$ cat config.mk
export PLATFORM = sky130hd
export DESIGN_NAME = ts_ring_writer
export DESIGN_NICKNAME = d
export VERILOG_FILES = /design/src/rtl/ts_ring_pkg.sv /design/src/rtl/ts_byte_packer.sv /design/src/rtl/ts_ring_ptr.sv /design/src/rtl/ts_irq_ctrl.sv /design/src/rtl/ts_ring_writer.sv
export SDC_FILE = /design/constraint.sdc
export NUM_CORES = 1
export LEC_CHECK = 0
export BUFFER_PORTS_ARGS = -buffer_cell sky130_fd_sc_hd__buf_2
export CORE_MARGIN = 2
export CORE_UTILIZATION = 53
export DETAILED_ROUTE_END_ITERATION = 16
export PLACE_DENSITY = 0.81
export SLEW_MARGIN = 20
export SYNTH_ARGS = -nofsm -noshare
export SYNTH_HDL_FRONTEND = slang
export SYNTH_SLANG_ARGS = --single-unit
$ cat constraint.sdc
create_clock -name clk -period 6.2 [get_ports clk]
set_clock_uncertainty 0.15 [all_clocks]
set_input_delay 1.24 -clock clk [delete_from_list [all_inputs] [get_ports clk]]
set_output_delay 1.24 -clock clk [all_outputs]
set_load 0.05 [all_outputs]
$ cat src/rtl/ts_ring_pkg.sv
package ts_ring_pkg;
  localparam int IDX_W = 4;
  localparam int NSTAT = 4;

  typedef enum logic [IDX_W-1:0] {
    RG_BASE   = 4'd0,
    RG_SIZE   = 4'd1,
    RG_PKTLEN = 4'd2,
    RG_PKTIRQ = 4'd3,
    RG_WPTR   = 4'd4,
    RG_RESTART= 4'd5,
    RG_MASK   = 4'd6,
    RG_STAT   = 4'd7,
    RG_CTRL   = 4'd8
  } reg_idx_e;

  // status bit positions; bit 1 unimplemented
  localparam int ST_TS   = 0;
  localparam int ST_HOST = 2;
  localparam int ST_IR   = 3;
  localparam logic [NSTAT-1:0] STAT_IMPL = 4'b1101;
endpackage

$ cat src/rtl/ts_byte_packer.sv
module ts_byte_packer #(
  parameter int DATA_W = 32,
  parameter int PL_W   = 8,
  parameter int IC_W   = 8
) (
  input  logic              clk,
  input  logic              rst_n,
  input  logic              flush,
  input  logic              byte_vld,
  input  logic              byte_start,
  input  logic [7:0]        byte_in,
  input  logic [PL_W-1:0]   pkt_len,
  input  logic [IC_W-1:0]   pkts_per_irq,
  output logic              word_fire,
  output logic [DATA_W-1:0] word_out,
  output logic              pkt_evt
);
  localparam int BPW    = DATA_W / 8;
  localparam int LANE_W = $clog2(BPW);
  localparam int SH_W   = DATA_W - 8;
  localparam logic [LANE_W-1:0] LAST_LANE = LANE_W'(BPW - 1);

  logic [LANE_W-1:0] lane_q, lane_d;
  logic [SH_W-1:0]   sh_q, sh_d;
  logic              sync_q, sync_d;
  logic [PL_W-1:0]   bidx_q, bidx_d, idx;
  logic [IC_W-1:0]   pcnt_q, pcnt_d;
  logic              take, pkt_end, batch_hit;
  logic [PL_W-1:0]   len_last;
  logic [IC_W-1:0]   ppi_last;

  assign len_last  = pkt_len - PL_W'(1);
  assign ppi_last  = pkts_per_irq - IC_W'(1);
  assign take      = byte_vld && (sync_q || byte_start) && !flush;
  assign idx       = byte_start ? '0 : bidx_q;
  assign pkt_end   = take && (idx == len_last);
  assign batch_hit = pcnt_q >= ppi_last;
  assign word_fire = take && (lane_q == LAST_LANE);
  assign word_out  = {byte_in, sh_q};
  assign pkt_evt   = pkt_end && batch_hit;

  always_comb begin
    lane_d = lane_q;
    sh_d   = sh_q;
    sync_d = sync_q;
    bidx_d = bidx_q;
    pcnt_d = pcnt_q;
    if (flush) begin
      lane_d = '0;
      sync_d = 1'b0;
      bidx_d = '0;
      pcnt_d = '0;
    end else if (take) begin
      sync_d = 1'b1;
      for (int i = 0; i < BPW - 1; i++) begin
        if (lane_q == LANE_W'(i)) sh_d[i*8 +: 8] = byte_in;
      end
      lane_d = word_fire ? '0 : lane_q + LANE_W'(1);
      if (pkt_end) begin
        bidx_d = '0;
        pcnt_d = batch_hit ? '0 : pcnt_q + IC_W'(1);
      end else begin
        bidx_d = idx + PL_W'(1);
      end
    end
  end

  always_ff @(posedge clk or negedge rst_n) begin
    if (!rst_n) begin
      lane_q <= '0;
      sh_q   <= '0;
      sync_q <= 1'b0;
      bidx_q <= '0;
      pcnt_q <= '0;
    end else begin
      lane_q <= lane_d;
      sh_q   <= sh_d;
      sync_q <= sync_d;
      bidx_q <= bidx_d;
      pcnt_q <= pcnt_d;
    end
  end
endmodule

$ cat src/rtl/ts_ring_ptr.sv
module ts_ring_ptr #(
  parameter int AW     = 32,
  parameter int DATA_W = 32,
  parameter int LEN_W  = 24
) (
  input  logic              clk,
  input  logic              rst_n,
  input  logic              flush,
  input  logic              word_fire,
  input  logic [DATA_W-1:0] word_in,
  input  logic [AW-1:0]     base,
  input  logic [LEN_W-1:0]  size,
  output logic [LEN_W-1:0]  off,
  output logic [AW-1:0]     wptr,
  output logic              mem_we,
  output logic [AW-1:0]     mem_addr,
  output logic [DATA_W-1:0] mem_wdata
);
  localparam int STEP = DATA_W / 8;

  logic [LEN_W-1:0] off_q, off_d, off_inc;

  assign off_inc = off_q + LEN_W'(STEP);
  assign wptr    = base + AW'(off_q);
  assign off     = off_q;

  always_comb begin
    off_d = off_q;
    if (flush)          off_d = '0;
    else if (word_fire) off_d = (off_inc >= size) ? '0 : off_inc;
  end

  always_ff @(posedge clk or negedge rst_n) begin
    if (!rst_n) begin
      off_q     <= '0;
      mem_we    <= 1'b0;
      mem_addr  <= '0;
      mem_wdata <= '0;
    end else begin
      off_q  <= off_d;
      mem_we <= word_fire;
      if (word_fire) begin
        mem_addr  <= wptr;
        mem_wdata <= word_in;
      end
    end
  end
endmodule

$ cat src/rtl/ts_irq_ctrl.sv
module ts_irq_ctrl
  import ts_ring_pkg::*;
(
  input  logic             clk,
  input  logic             rst_n,
  input  logic [NSTAT-1:0] set_vec,
  input  logic             clr_wr,
  input  logic [NSTAT-1:0] clr_vec,
  input  logic [NSTAT-1:0] mask,
  input  logic             en,
  output logic [NSTAT-1:0] stat,
  output logic             irq
);
  for (genvar i = 0; i < NSTAT; i++) begin : g_bit
    if (STAT_IMPL[i]) begin : g_impl
      logic bit_q, bit_d;
      always_comb begin
        bit_d = bit_q;
        if (clr_wr && clr_vec[i]) bit_d = 1'b0;
        if (set_vec[i])           bit_d = 1'b1;
      end
      always_ff @(posedge clk or negedge rst_n) begin
        if (!rst_n) bit_q <= 1'b0;
        else        bit_q <= bit_d;
      end
      assign stat[i] = bit_q;
    end else begin : g_none
      assign stat[i] = 1'b0;
    end
  end

  assign irq = en && |(stat & mask);
endmodule

$ cat src/rtl/ts_ring_writer.sv
module ts_ring_writer
  import ts_ring_pkg::*;
#(
  parameter int AW           = 32,
  parameter int DATA_W       = 32,
  parameter int LEN_W        = 24,
  parameter int PL_W         = 8,
  parameter int IC_W         = 8,
  parameter int DEF_PKT_LEN  = 188,
  parameter int DEF_PKTS_IRQ = 47
) (
  input  logic              clk,
  input  logic              rst_n,
  input  logic [7:0]        ts_data,
  input  logic              ts_valid,
  input  logic              ts_start,
  input  logic              ev_host,
  input  logic              ev_ir,
  input  logic              reg_wr,
  input  logic [IDX_W-1:0]  reg_addr,
  input  logic [AW-1:0]     reg_wdata,
  output logic [AW-1:0]     reg_rdata,
  output logic              mem_we,
  output logic [AW-1:0]     mem_addr,
  output logic [DATA_W-1:0] mem_wdata,
  output logic              irq
);
  localparam int STEP = DATA_W / 8;
  localparam logic [LEN_W-1:0] SIZE_KEEP = ~LEN_W'(STEP - 1);

  logic [1:0]        sync_q;
  logic              srst_n;
  logic [AW-1:0]     base_q;
  logic [LEN_W-1:0]  size_q;
  logic [PL_W-1:0]   plen_q;
  logic [IC_W-1:0]   ppi_q;
  logic [NSTAT-1:0]  mask_q, stat_q, set_vec;
  logic              en_q, dma_rst, stat_wr, word_fire, pkt_evt;
  logic [DATA_W-1:0] word;
  logic [LEN_W-1:0]  ptr_off;
  logic [AW-1:0]     wptr;

  always_ff @(posedge clk or negedge rst_n) begin
    if (!rst_n) sync_q <= 2'b00;
    else        sync_q <= {sync_q[0], 1'b1};
  end
  assign srst_n = sync_q[1];

  assign dma_rst = reg_wr && (reg_addr == RG_RESTART) && reg_wdata[0];
  assign stat_wr = reg_wr && (reg_addr == RG_STAT);

  always_ff @(posedge clk or negedge srst_n) begin
    if (!srst_n) begin
      base_q <= '0;
      size_q <= '0;
      plen_q <= PL_W'(DEF_PKT_LEN);
      ppi_q  <= IC_W'(DEF_PKTS_IRQ);
      mask_q <= '0;
      en_q   <= 1'b0;
    end else if (reg_wr) begin
      if (reg_addr == RG_BASE)   base_q <= reg_wdata;
      if (reg_addr == RG_SIZE)   size_q <= reg_wdata[LEN_W-1:0] & SIZE_KEEP;
      if (reg_addr == RG_PKTLEN) plen_q <= reg_wdata[PL_W-1:0];
      if (reg_addr == RG_PKTIRQ) ppi_q  <= reg_wdata[IC_W-1:0];
      if (reg_addr == RG_MASK)   mask_q <= reg_wdata[NSTAT-1:0] & STAT_IMPL;
      if (reg_addr == RG_CTRL)   en_q   <= reg_wdata[0];
    end
  end

  ts_byte_packer #(.DATA_W(DATA_W), .PL_W(PL_W), .IC_W(IC_W)) u_pack (
    .clk(clk), .rst_n(srst_n), .flush(dma_rst),
    .byte_vld(ts_valid), .byte_start(ts_start), .byte_in(ts_data),
    .pkt_len(plen_q), .pkts_per_irq(ppi_q),
    .word_fire(word_fire), .word_out(word), .pkt_evt(pkt_evt)
  );

  ts_ring_ptr #(.AW(AW), .DATA_W(DATA_W), .LEN_W(LEN_W)) u_ptr (
    .clk(clk), .rst_n(srst_n), .flush(dma_rst),
    .word_fire(word_fire), .word_in(word), .base(base_q), .size(size_q),
    .off(ptr_off), .wptr(wptr),
    .mem_we(mem_we), .mem_addr(mem_addr), .mem_wdata(mem_wdata)
  );

  always_comb begin
    set_vec          = '0;
    set_vec[ST_TS]   = pkt_evt;
    set_vec[ST_HOST] = ev_host;
    set_vec[ST_IR]   = ev_ir;
  end

  ts_irq_ctrl u_irq (
    .clk(clk), .rst_n(srst_n), .set_vec(set_vec),
    .clr_wr(stat_wr), .clr_vec(reg_wdata[NSTAT-1:0]),
    .mask(mask_q), .en(en_q), .stat(stat_q), .irq(irq)
  );

  always_comb begin
    reg_rdata = '0;
    case (reg_addr)
      RG_BASE:   reg_rdata = base_q;
      RG_SIZE:   reg_rdata = AW'(size_q);
      RG_PKTLEN: reg_rdata = AW'(plen_q);
      RG_PKTIRQ: reg_rdata = AW'(ppi_q);
      RG_WPTR:   reg_rdata = wptr;
      RG_MASK:   reg_rdata = AW'(mask_q);
      RG_STAT:   reg_rdata = AW'(stat_q);
      RG_CTRL:   reg_rdata = AW'(en_q);
      default:   reg_rdata = '0;
    endcase
  end
endmodule

==> results by group <==
Placement
  – DP HPWL: 22.5 mm
  – RD Place Congestion: 0.917
  – I/O Buffers: between 100 and 150
  – Placement Cell Area: approximately 13000 sq um
  – Cells after DPL: about 1600

GRT
  – Initial antenna violation count: 0
  – Vias in the first global route: approximately 9700
  – Total GRT Usage: between 20% and 30%
  – Largest net degree at the start of global routing: 131
  – Grt total ovfl: 0
  – First-pass GRT wire length: 50.8 mm

Finish
  – Area delta synth->final: 14.2%
  – Share of layout cells above drive strength 1: ~24%
  – Cell Count, Final, Fillers Out: roughly 1600
  – Register Area: ~5200 sq um
  – Final Cell Area: between 10000 and 15000 sq um
  – Final core occ: roughly three fifths
  – Fin nets: ~1500
  – Area of the multi-input gates: 6380 sq um
  – Fillcell total: around 1800
  – Ant. Diodes: 0

Worst setup path
  – FF-to-FF Start: u_ptr.off[4]
  – Worst R2R Path Depth: 15
  – CP arrival: between 4000 and 5000 ps
  – Critical path class: reg -> out
  – Critical path required time: 4810 ps
  – Crit-path max FO: 16
  – Worst r2r dst: u_ptr.off[21]
  – Setup crit end kind: output pin
  – Worst setup SP type: register
  – Register-to-register setup slack: 1500 ps

Clock tree
  – CTS Buf Count: 23
  – Max Buffers Root-to-Sink: 3
  – Clk root buf: clkbuf_16
  – Post-CTS Setup Bufs: 0
  – Worst-path clk slew: about 60 ps
  – CTS sink cnt: around 210
  – Number of H-tree levels: 1
  – Clock Latency Late Sink: around 520 ps
  – CTS resizes: 0
  – Hold buffers post-CTS: 0
  – CTS tree: done

Floorplan
  – Die boundary height: approximately 150 um
  – Initial Utilization: between 50 and 60%
  – Rows: between 50 and 60
  – Die width: 154 um
  – I/O pin total: approximately 150
  – DIE AREA: ~24000 sq um
  – CORE AREA: 22400 sq um

Yosys
  – Synth top area cells: dfrtp_1, mux2_2, ha_1
  – Warnings, synthesis: 0
  – Synth Flop Type: dfrtp_1
  – Synth cell count leaders: dfrtp_1, nand2_1, mux2_2
  – Post-synth EDFFs: 0
  – Synthesized area: 12000 sq um
  – Post-synthesis cell count: roughly 1200
  – Register bit total from synthesis: between 200 and 250
  – FFs w/ async S/R, synth: 100%
  – Synth area leader: dfrtp_1
  – Mapped Avg Cell Area: about 9.9 sq um
  – Post-Syn Nets: about 1300
  – Most common cell in the netlist: dfrtp_1
  – Register area share after synthesis: between 40% and 50%
  – Share of Yosys cell area claimed by the top area cell type: between 40% and 50%
  – Synth cell types: between 80 and 90

Timing
  – Slew headroom: a little under a quarter
  – Least-Margin Pin Slew: around 1100 ps
  – F_max: roughly 180 MHz
  – Slew Limit Fails: 0
  – Final Setup Violations: 0
  – Final period util: between 80% and 90%
  – Fin crit period: 5410 ps
  – Unrepaired setup endpoints after global routing: no
  – Final Hold Viols: 0
  – Setup TNS: 0 ps

Route
  – Starting DRT DRC Count: just over 800
  – Drt drc: 0
  – Pre-antenna DRT Iters: 5
  – DRT Wirelength: 31.6 mm
  – Via Count: 10000
  – Drt via density: 6.14
  – Final ANT Viol Nets: 0
  – Wirelength per Cell: 19.3 um

Pwr
  – Gate power share: 39.2%
  – Clk pwr share: a little under a quarter
  – Leakage: about 6.7 nW
  – Worst IR Drop VDD: about 0.21 mV
  – Final Power: roughly 5.6 mW
  – P_int: roughly 3.2 mW
  – Switch Pwr: approximately 2.4 mW
  – Sequential share of power: 37.5%
  – Pwr Density: between 400 and 500 nW/um^2
  – Sw Share: 42.5%

Run
  – Max cap viols: 0

Worst hold path
  – Worst hold path class: reg -> async

Run status
  – Status: finished, final reports clean
[state kept, by name, indices dropped and copies added (netlist names)]
name,cells
u_ptr.mem_wdata,32
u_pack.bidx_q,8
u_pack.lane_q,2
plen_q,8
u_pack.sh_q,24
ppi_q,8
u_irq.g_bit.g_impl.bit_q,3
u_ptr.off,22
u_ptr.mem_we,1
u_ptr.mem_addr,32
base_q,32
mask_q,3
u_pack.pcnt_q,8
sync_q,2
u_pack.sync_q,1
size_q,22
en_q,1
[critical path, stage by stage, from the launching register on]
cell and delay, ps:
dfrtp_1 550, ha_1 350, a21o_1 210, a221oi_2 430, o32ai_2 180, a311oi_1 620, o31a_1 560, o21ai_0 180
a21oi_1 140, buf_2 280
[kinds of logic after synthesis]
kind of cell	after synthesis	share of synthesized area (%)
adders and majority gates	63	6.57
xor gates and xnor gates	55	4.01
DFF	209	43.7
buffers and inverters	98	3.26
AOI/OAI and AO/OA	292	16.7
other	2	0.0626
muxes	107	10.4
and+or+nand+nor	383	15.3
[per-stage QoR]
step                hold slack [ps]  setup slack [ps]
CTS                             203               891
floorplan                       181              1520
global route                    131               539
detailed placement              189              1410
global placement                189              1460
finish                         98.4               788
[cell usage in the layout, fill, tap and decap left out, types with 5 or more instances in the layout]
cell	instances
dfstp_2	10
nor2b_1	11
nand3_1	29
o31ai_1	7
a211oi_1	6
nor2_1	47
xor2_1	21
o41ai_1	5
inv_1	40
nand4_1	11
nand2_1	182
buf_4	8
mux2i_1	5
or2_2	5
mux2_2	98
a31oi_1	15
and4_1	6
buf_2	148
or3_1	11
clkbuf_16	23
nand2b_1	13
a22oi_1	17
o21ai_0	76
and2_1	9
xnor2_1	34
ha_1	63
o21ai_1	5
o2111a_1	7
dfrtp_1	198
and3_1	16
a22o_1	15
nor3_1	16
a21oi_1	47
a21o_1	34
o21a_1	12
clkbuf_1	7
[power groups by stage]
stage,Combinational [mW],Clock (mW),Sequential [mW]
6_report,2.20,1.31,2.11
3_3_place_gp,2.13,0,2.11
5_1_grt,2.37,1.37,2.16
2_1_floorplan,1.00,0,2.70
4_1_cts,2.19,1.32,2.11
3_5_place_dp,2.17,0,2.12
[worst max-delay path by stage]
stage / from / to / slack [ps]
6_report: u_ptr.off[3] / reg_rdata[27] / 790
3_3_place_gp: reg_addr[0] / reg_rdata[10] / 1460
5_1_grt: u_ptr.off[3] / reg_rdata[27] / 540
2_1_floorplan: u_ptr.off[3] / reg_rdata[21] / 1520
3_5_place_dp: reg_addr[0] / reg_rdata[10] / 1410
4_1_cts: u_ptr.off[3] / reg_rdata[27] / 890
[cell type report]
cell class / instances / share of cell area [%]
clock buffer: 33 / 4.69
multi-input combinational: 902 / 46.6
sequential: 209 / 38.3
clock inverter: 4 / 0.438
tap: 285 / 2.60
inverter: 43 / 1.18
timing repair buffer: 158 / 6.19
[per-layer routing]
metal / global-route usage [%] / wire (um) / vias up
met5: 0 / 0 / -
met4: 8.77 / 1050 / 0
met3: 4.90 / 2320 / 68
met2: 40.6 / 14200 / 424
met1: 37.4 / 14000 / 4911
li1: - / - / 4627
Power figures use the tool's default switching activity.
